--- config.mk ---
export PLATFORM = sky130hd
export DESIGN_NAME = adc_seq_ctrl
export DESIGN_NICKNAME = d
export VERILOG_FILES = /design/src/rtl/adc_seq_pkg.sv /design/src/rtl/adc_presc.sv /design/src/rtl/adc_sar.sv /design/src/rtl/adc_result_reg.sv /design/src/rtl/adc_seq_ctrl.sv
export SDC_FILE = /design/constraint.sdc
export NUM_CORES = 1
export LEC_CHECK = 0
export ABC_CLOCK_PERIOD_IN_PS = 2650
export BUFFER_PORTS_ARGS = -buffer_cell sky130_fd_sc_hd__clkbuf_2
export CAP_MARGIN = 20
export CORE_MARGIN = 2
export CORE_UTILIZATION = 58
export CTS_BUF_LIST = sky130_fd_sc_hd__clkbuf_8
export DETAILED_ROUTE_END_ITERATION = 16
export PLACE_DENSITY = 0.9
export SLEW_MARGIN = 20
export SYNTH_ARGS = -nofsm -noshare
export SYNTH_HDL_FRONTEND = slang
export SYNTH_SLANG_ARGS = --single-unit
--- constraint.sdc ---
create_clock -name clk_i -period 2.65 [get_ports clk_i]
set_clock_uncertainty 0.2 [all_clocks]
set_input_delay 0.265 -clock clk_i [delete_from_list [all_inputs] [get_ports clk_i]]
set_output_delay 0.265 -clock clk_i [all_outputs]
set_load 0.1 [all_outputs]
--- src/rtl/adc_seq_pkg.sv ---
`timescale 1ns/1ps
package adc_seq_pkg;
   // converter-clock events carried on the system clock
   typedef struct packed {
      logic rise;
      logic fall;
   } ctick_t;

   // number of result bits that fit the high readout byte
   function automatic int hi_bits(input int res_w);
      return res_w - 8;
   endfunction
endpackage

--- src/rtl/adc_presc.sv ---
`timescale 1ns/1ps
module adc_presc
   import adc_seq_pkg::*;
#(
   parameter int SEL_W    = 3,
   parameter int MAX_LOG2 = 7
) (
   input  logic             clk_i,
   input  logic             rst_ni,
   input  logic             en_i,
   input  logic [SEL_W-1:0] sel_i,
   output ctick_t           tick_o
);
   localparam int SEL_N = 1 << SEL_W;

   if (MAX_LOG2 < 1 || MAX_LOG2 > 16) begin : g_bad_log2
      $error("adc_presc: MAX_LOG2 out of range");
   end

   logic [MAX_LOG2-1:0] cnt_q;
   logic [MAX_LOG2-1:0] mask_tab [SEL_N];
   logic [MAX_LOG2-1:0] mask;

   // divide ratio per select value, clamped at the widest divider
   for (genvar g = 0; g < SEL_N; g++) begin : g_mask
      localparam int LG = (g + 1 > MAX_LOG2) ? MAX_LOG2 : g + 1;
      assign mask_tab[g] = MAX_LOG2'((64'd1 << LG) - 64'd1);
   end

   assign mask = mask_tab[sel_i];

   always_ff @(posedge clk_i or negedge rst_ni) begin
      if (!rst_ni)    cnt_q <= '0;
      else if (!en_i) cnt_q <= '0;
      else            cnt_q <= cnt_q + 1'b1;
   end

   assign tick_o.rise = en_i && ((cnt_q & mask) == mask);
   assign tick_o.fall = en_i && ((cnt_q & mask) == (mask >> 1));

   // two rising events are never on adjacent clocks
   p_tick_spacing_r1: assert property (@(posedge clk_i) disable iff (!rst_ni)
      tick_o.rise |=> !tick_o.rise);
endmodule

--- src/rtl/adc_sar.sv ---
`timescale 1ns/1ps
module adc_sar #(
   parameter int W = 10
) (
   input  logic         clk_i,
   input  logic         rst_ni,
   input  logic         clr_i,
   input  logic         step_i,
   input  logic         cmp_i,
   output logic [W-1:0] code_o,
   output logic [W-1:0] val_o
);
   logic [W-1:0] acc_q, acc_d;
   logic [W-1:0] ptr_q;

   // per-bit decision: the bit under test takes the comparator verdict
   for (genvar b = 0; b < W; b++) begin : g_bit
      assign acc_d[b] = clr_i ? 1'b0
                      : (step_i && ptr_q[b]) ? cmp_i
                      : acc_q[b];
   end

   always_ff @(posedge clk_i or negedge rst_ni) begin
      if (!rst_ni) begin
         acc_q <= '0;
         ptr_q <= '0;
      end else begin
         acc_q <= acc_d;
         if (clr_i)       ptr_q <= {1'b1, {(W-1){1'b0}}};
         else if (step_i) ptr_q <= ptr_q >> 1;
      end
   end

   assign code_o = acc_q | ptr_q;
   assign val_o  = acc_q;

   p_ptr_onehot_r6: assert property (@(posedge clk_i) disable iff (!rst_ni)
      $onehot0(ptr_q));
   p_kept_bits_r6: assert property (@(posedge clk_i) disable iff (!rst_ni)
      (step_i && !clr_i) |=> ((acc_q & ~$past(code_o)) == '0));
endmodule

--- src/rtl/adc_result_reg.sv ---
`timescale 1ns/1ps
module adc_result_reg #(
   parameter int W = 10
) (
   input  logic         clk_i,
   input  logic         rst_ni,
   input  logic         load_i,
   input  logic [W-1:0] data_i,
   input  logic         clr_i,
   output logic [W-1:0] data_o,
   output logic         flag_o
);
   always_ff @(posedge clk_i or negedge rst_ni) begin
      if (!rst_ni) begin
         data_o <= '0;
         flag_o <= 1'b0;
      end else begin
         if (load_i) data_o <= data_i;
         if (load_i)     flag_o <= 1'b1;
         else if (clr_i) flag_o <= 1'b0;
      end
   end

   p_flag_hold_r8: assert property (@(posedge clk_i) disable iff (!rst_ni)
      (flag_o && !clr_i) |=> flag_o);
   p_data_hold_r10: assert property (@(posedge clk_i) disable iff (!rst_ni)
      !load_i |=> $stable(data_o));
endmodule

--- src/rtl/adc_seq_ctrl.sv ---
`timescale 1ns/1ps
module adc_seq_ctrl
   import adc_seq_pkg::*;
#(
   parameter int RES_W        = 10,
   parameter int SEL_W        = 3,
   parameter int MAX_DIV_LOG2 = 7,
   parameter int CH_W         = 2,
   parameter int REF_W        = 2,
   parameter int NORM_CYC     = 13,
   parameter int FIRST_CYC    = 25,
   parameter int NORM_SH      = 2,
   parameter int FIRST_SH     = 15
) (
   input  logic             clk_i,
   input  logic             rst_ni,
   input  logic             en_i,
   input  logic             start_wr_i,
   input  logic             flag_clr_i,
   input  logic [SEL_W-1:0] presc_sel_i,
   input  logic [CH_W-1:0]  chan_sel_i,
   input  logic [REF_W-1:0] ref_sel_i,
   input  logic             cmp_i,
   output logic             conv_tick_o,
   output logic             sh_strobe_o,
   output logic             sel_latch_o,
   output logic [CH_W-1:0]  chan_act_o,
   output logic [REF_W-1:0] ref_act_o,
   output logic [RES_W-1:0] dac_code_o,
   output logic             start_o,
   output logic             busy_o,
   output logic             done_o,
   output logic [7:0]       res_hi_o,
   output logic [7:0]       res_lo_o
);
   localparam int MAX_CYC = (FIRST_CYC > NORM_CYC) ? FIRST_CYC : NORM_CYC;
   localparam int CYC_W   = $clog2(MAX_CYC + 1);
   localparam int HI_W    = hi_bits(RES_W);

   if (RES_W < 9 || RES_W > 16) begin : g_bad_res
      $error("adc_seq_ctrl: RES_W must lie in 9..16");
   end
   if (NORM_SH < 1 || NORM_SH + RES_W > NORM_CYC) begin : g_bad_norm
      $error("adc_seq_ctrl: normal conversion too short for its sample point");
   end
   if (FIRST_SH < 1 || FIRST_SH + RES_W > FIRST_CYC) begin : g_bad_first
      $error("adc_seq_ctrl: first conversion too short for its sample point");
   end

   ctick_t tick;
   logic   start_q, busy_q, first_q, first_run_q, sh_q, latch_q;
   logic [CYC_W-1:0] cyc_q, cyc_lim, sh_at, sh_end;
   logic [CH_W-1:0]  chan_q;
   logic [REF_W-1:0] ref_q;
   logic [RES_W-1:0] sar_val, res_q;
   logic begin_conv, finish, sar_step;

   adc_presc #(.SEL_W(SEL_W), .MAX_LOG2(MAX_DIV_LOG2)) u_presc (
      .clk_i (clk_i), .rst_ni(rst_ni), .en_i(en_i),
      .sel_i (presc_sel_i), .tick_o(tick)
   );

   // conversion profile selected by the first-after-enable marker
   assign cyc_lim = first_run_q ? CYC_W'(FIRST_CYC) : CYC_W'(NORM_CYC);
   assign sh_at   = first_run_q ? CYC_W'(FIRST_SH)  : CYC_W'(NORM_SH);
   assign sh_end  = sh_at + CYC_W'(RES_W);

   assign begin_conv = tick.rise && start_q && !busy_q;
   assign finish     = tick.rise && busy_q && (cyc_q == cyc_lim);
   assign sar_step   = tick.rise && busy_q && (cyc_q >= sh_at) && (cyc_q < sh_end);

   always_ff @(posedge clk_i or negedge rst_ni) begin
      if (!rst_ni) begin
         start_q     <= 1'b0;
         busy_q      <= 1'b0;
         first_q     <= 1'b1;
         first_run_q <= 1'b0;
         cyc_q       <= '0;
         sh_q        <= 1'b0;
         latch_q     <= 1'b0;
         chan_q      <= '0;
         ref_q       <= '0;
      end else if (!en_i) begin
         start_q <= 1'b0;
         busy_q  <= 1'b0;
         first_q <= 1'b1;
         cyc_q   <= '0;
         sh_q    <= 1'b0;
         latch_q <= 1'b0;
      end else begin
         sh_q    <= busy_q && tick.fall && (cyc_q == sh_at);
         latch_q <= begin_conv;
         if (finish)                   start_q <= 1'b0;
         else if (start_wr_i && !busy_q) start_q <= 1'b1;
         if (begin_conv) begin
            busy_q      <= 1'b1;
            cyc_q       <= CYC_W'(1);
            first_run_q <= first_q;
            chan_q      <= chan_sel_i;
            ref_q       <= ref_sel_i;
         end else if (finish) begin
            busy_q  <= 1'b0;
            cyc_q   <= '0;
            first_q <= 1'b0;
         end else if (tick.rise && busy_q) begin
            cyc_q <= cyc_q + 1'b1;
         end
      end
   end

   adc_sar #(.W(RES_W)) u_sar (
      .clk_i (clk_i), .rst_ni(rst_ni), .clr_i(begin_conv), .step_i(sar_step),
      .cmp_i (cmp_i), .code_o(dac_code_o), .val_o(sar_val)
   );

   adc_result_reg #(.W(RES_W)) u_res (
      .clk_i (clk_i), .rst_ni(rst_ni), .load_i(finish), .data_i(sar_val),
      .clr_i (flag_clr_i), .data_o(res_q), .flag_o(done_o)
   );

   assign conv_tick_o = tick.rise;
   assign sh_strobe_o = sh_q;
   assign sel_latch_o = latch_q;
   assign chan_act_o  = chan_q;
   assign ref_act_o   = ref_q;
   assign start_o     = start_q;
   assign busy_o      = busy_q;
   assign res_hi_o    = 8'(res_q[RES_W-1:8]);
   assign res_lo_o    = res_q[7:0];

   p_fin_clears_start_r7: assert property (@(posedge clk_i) disable iff (!rst_ni)
      finish |=> (!start_q && done_o));
   p_off_aborts_r10: assert property (@(posedge clk_i) disable iff (!rst_ni)
      !en_i |=> (!busy_q && !start_q));
   p_cyc_bound_r3: assert property (@(posedge clk_i) disable iff (!rst_ni)
      busy_q |-> (cyc_q >= CYC_W'(1) && cyc_q <= cyc_lim));
   p_sh_in_conv_r5: assert property (@(posedge clk_i) disable iff (!rst_ni)
      sh_q |-> $past(busy_q));
   p_sel_hold_r9: assert property (@(posedge clk_i) disable iff (!rst_ni)
      busy_q |=> ($stable(chan_q) && $stable(ref_q)));
   p_begin_on_tick_r2: assert property (@(posedge clk_i) disable iff (!rst_ni)
      $rose(busy_q) |-> $past(tick.rise));
   p_hi_zero_r11: assert property (@(posedge clk_i) disable iff (!rst_ni)
      res_hi_o[7:HI_W] == '0);
endmodule

==> metrics.md <==
| Metric | Value |
|---|---|
| Routed wire length per instance | between 15 and 20 um |
| Avg Synthesized Cell Area | 10.1 um^2 |
| Worst R2R Start | first_run_q$_DFFE_PN0P_ |
| Nets | 348 |
| Die height | 73.6 um |
| Critical Path RT | 2.18 ns |
| Internal power | 1.06 mW |
| Initial antenna violation count | 0 |
| Status | completed |
| Clk_lat worst skew | 0.32 ns |
| Final worst path period share | 0.961 |
| Syn Inst Count | 278 |
| Clk sinks | 53 |
| Power per cell area | 473 nW/um^2 |
| Largest net degree at the start of global routing | 25 |
| DR vias | 2291 |
| Clock Path Buffers | 2 |
| H-tree Lvls | 2 |
| Switching part of the total | 0.301 |
| Class of the worst hold path | input pin to register |
| Launch point of the worst path | u_presc.cnt_q[1]$_DFF_PN0_ |
| First-pass GRT wire length | 10400 um |
| Die area | around 5400 um^2 |
| DR pass1 iterations | 5 |
| Fmax | 393 MHz |
| Overall Power | 1.51 mW |
| Met2 usage | 0.405 |
| Slew Limit Headroom | 0.600 |
| Dpl cell area | 3050 um^2 |
| Reg2Reg Capture Point | busy_o$_DFFE_PN0P_ |
| VDD IR max | about 340 uV |
| Met3 Use GR | 0.0466 |
| Yosys reg bits | 53 |
| Setup TNS | 0 ns |
| Crit-path max FO | 9 |
| Yosys warnings | 0 |
| Sequential area share after synthesis | 0.472 |
| Slowest cell on crit path | dfrtp_1 |
| Post-synth ARST share | 1.00 |
| # resized after CTS | 0 |
| Initial DRC Count | 236 |
| Total CTS buffers | 5 |
| Power share of the combinational group | 0.142 |
| Psw | 0.456 mW |
| Die W | 73.6 um |
| Worst-Margin Slew | 0.599 ns |
| Total track usage | 0.254 |
| Worst setup SP type | register |
| Setup Crit Path Kind | register to output pin |
| Fraction of layout cells with a size suffix above 1 | 0.247 |
| Reg-to-reg slack, setup | 0.16 ns |
| Finished layout cell area | 3200 um^2 |
| Cell Area, Synth | 2810 um^2 |
| Most frequent cells in the layout | dfrtp_1, clkbuf_2, nand2_1, nand3_1, o21ai_0 |
| Most common cell after layout, fill and taps aside | dfrtp_1 |
| Core area | 4690 um^2 |
| Max Cap Viol | 0 |
| GR Util met1 | 0.348 |
| Remaining DRCs | 0 |
| Arrival time at the worst endpoint | 2.08 ns |
| Routed Wire Length | ~6200 um |
| EDFF count, synth | 0 |
| Final Slew Violations | 0 |
| Root Buffer | clkbuf_8 |
| Ys flop type | dfrtp_1 |
| Rows | 25 |
| Post-route ant nets | 0 |
| Clock power share | 0.305 |
| Global route overflow | 0 |
| Fin. Hold Viols | 0 |
| HPWL Detailed | 4360 um |
| Initial Util | 0.599 |
| CP Capture Point | conv_tick_o |
| GP Congestion | 1.00 |
| Vias per cell | 6.00 |
| Hold buffers post-CTS | 6 |
| Worst-path cell chain | nand2b_2, a32o_2, o211ai_4, inv_1, clkbuf_2 |
| Port Buffers | 42 |
| Critical Path End Type | output pin |
| Post-layout min period | approximately 2.5 ns |
| Leak | 1.71 nW |
| Unrepaired setup endpoints after global routing | no |
| Worst path max stage delay | ~0.50 ns |
| Cell variety after synth | 57 |
| Post-CTS setup buffer count | 0 |
| Grt peak-use layer | met2 |
| Setup violations, final | 0 |
| Ant diodes | 0 |
| Area Growth Syn to Fin | 13.7% |
| Reg2reg path depth | 6 |
| Reg power frac | 0.552 |
| Clock slew at reported path FFs | approximately 0.10 ns |
| I/O pin cnt | 49 |
| TritonCTS clock tree | yes |
| FILL cells | roughly 360 |
| Vias in the first global route | approximately 2200 |
stage by stage:
stage | hold slack [ns] | util | worst slack, ns | instances
global placement | 0.0941 | 0.651 | 0.304 | 368
global route | 0.0802 | 0.682 | 0.0174 | 382
CTS | 0.0464 | 0.682 | 0.110 | 382
detailed placement | 0.0963 | 0.651 | 0.180 | 368
finish | 0.0500 | 0.682 | 0.103 | 382
floorplan | -0.231 | - | 0.259 | 283
synthesized netlist by cell type (3+ instances only):
library cell   n  share of area
dfrtp_1       52           0.46
nand2_1       37          0.049
nand3_1       18          0.032
o21ai_0       18          0.032
a21oi_1       15          0.027
mux2i_1       11          0.039
or2_2         11          0.024
inv_1          9          0.012
ha_1           8          0.036
o21ai_1        7          0.012
buf_2          6          0.011
buf_4          6          0.016
and2_1         5          0.011
mux2_1         5          0.020
and3_1         4         0.0089
clkbuf_1       4         0.0053
nor2_1         4         0.0053
nor2b_1        4         0.0089
a31oi_1        3         0.0067
nand2b_1       3         0.0067
xnor2_1        3         0.0093
power groups by stage:
| stage | clock (mW) | sequential (mW) | combinational, mW |
|---|---|---|---|
| 2_1_floorplan | 0 | 0.880 | 0.129 |
| 4_1_cts | 0.473 | 0.836 | 0.216 |
| 6_report | 0.463 | 0.836 | 0.216 |
| 5_1_grt | 0.507 | 0.839 | 0.232 |
| 3_3_place_gp | 0 | 0.850 | 0.202 |
| 3_5_place_dp | 0 | 0.852 | 0.208 |
routing by layer:
| metal | routed length, um | vias to the layer above |
|---|---|---|
| met1 | 2660 | 1112 |
| met3 | 377 | 9 |
| met2 | 3080 | 98 |
| met5 | 0 | - |
| li1 | - | 1072 |
| met4 | 107 | 0 |
how the worst min path moves through the flow:
stage | from | endpoint | slack (ns) | depth (start not counted)
2_1_floorplan | rst_ni | busy_o$_DFFE_PN0P_ | -0.23 | 0
5_1_grt | start_wr_i | start_o$_DFFE_PN0P_ | 0.08 | 3
3_5_place_dp | rst_ni | ref_act_o[0]$_DFFE_PN0P_ | 0.1 | 1
4_1_cts | start_wr_i | start_o$_DFFE_PN0P_ | 0.05 | 3
6_report | start_wr_i | start_o$_DFFE_PN0P_ | 0.05 | 3
3_3_place_gp | rst_ni | ref_act_o[1]$_DFFE_PN0P_ | 0.09 | 1
sequential cells by signal (all words and copies together) (netlist names), 2 cells and up:
register       flops
u_sar.val_o       10
cyc_q              5
ref_act_o          2
u_presc.cnt_q      7
u_res.data_o      10
chan_act_o         2
u_sar.ptr_q       10
logic make-up after synthesis:
family,count (synthesis),synth area share
AO/OA/AOI/OAI,66,0.176
XOR/XNOR,4,0.0125
adder cells (fa/ha/maj),8,0.0356
buffers and inverters,28,0.0534
flip-flops,53,0.472
multiplexers,16,0.0592
other,1,0.00133
AND/OR/NAND/NOR,102,0.190
area by class of cell:
| class | instances | area, um^2 | area share |
|---|---|---|---|
| clock buffer | 5 | 68.8 | 0.0215 |
| multi-input combinational | 202 | 1350 | 0.423 |
| inverter | 9 | 33.8 | 0.0106 |
| timing repair buffer | 56 | 330 | 0.103 |
| tap | 54 | 67.6 | 0.0211 |
| sequential | 53 | 1330 | 0.415 |
| clock inverter | 3 | 17.5 | 0.00548 |
critical path, delay by kind of cell, from the launching register on:
family | cells | cell delay, ns
simple gates | 1 | 0.26
buf+inv | 2 | 0.48
flops | 1 | 0.50
compound gates | 2 | 0.54
Power figures use the tool's default switching activity.
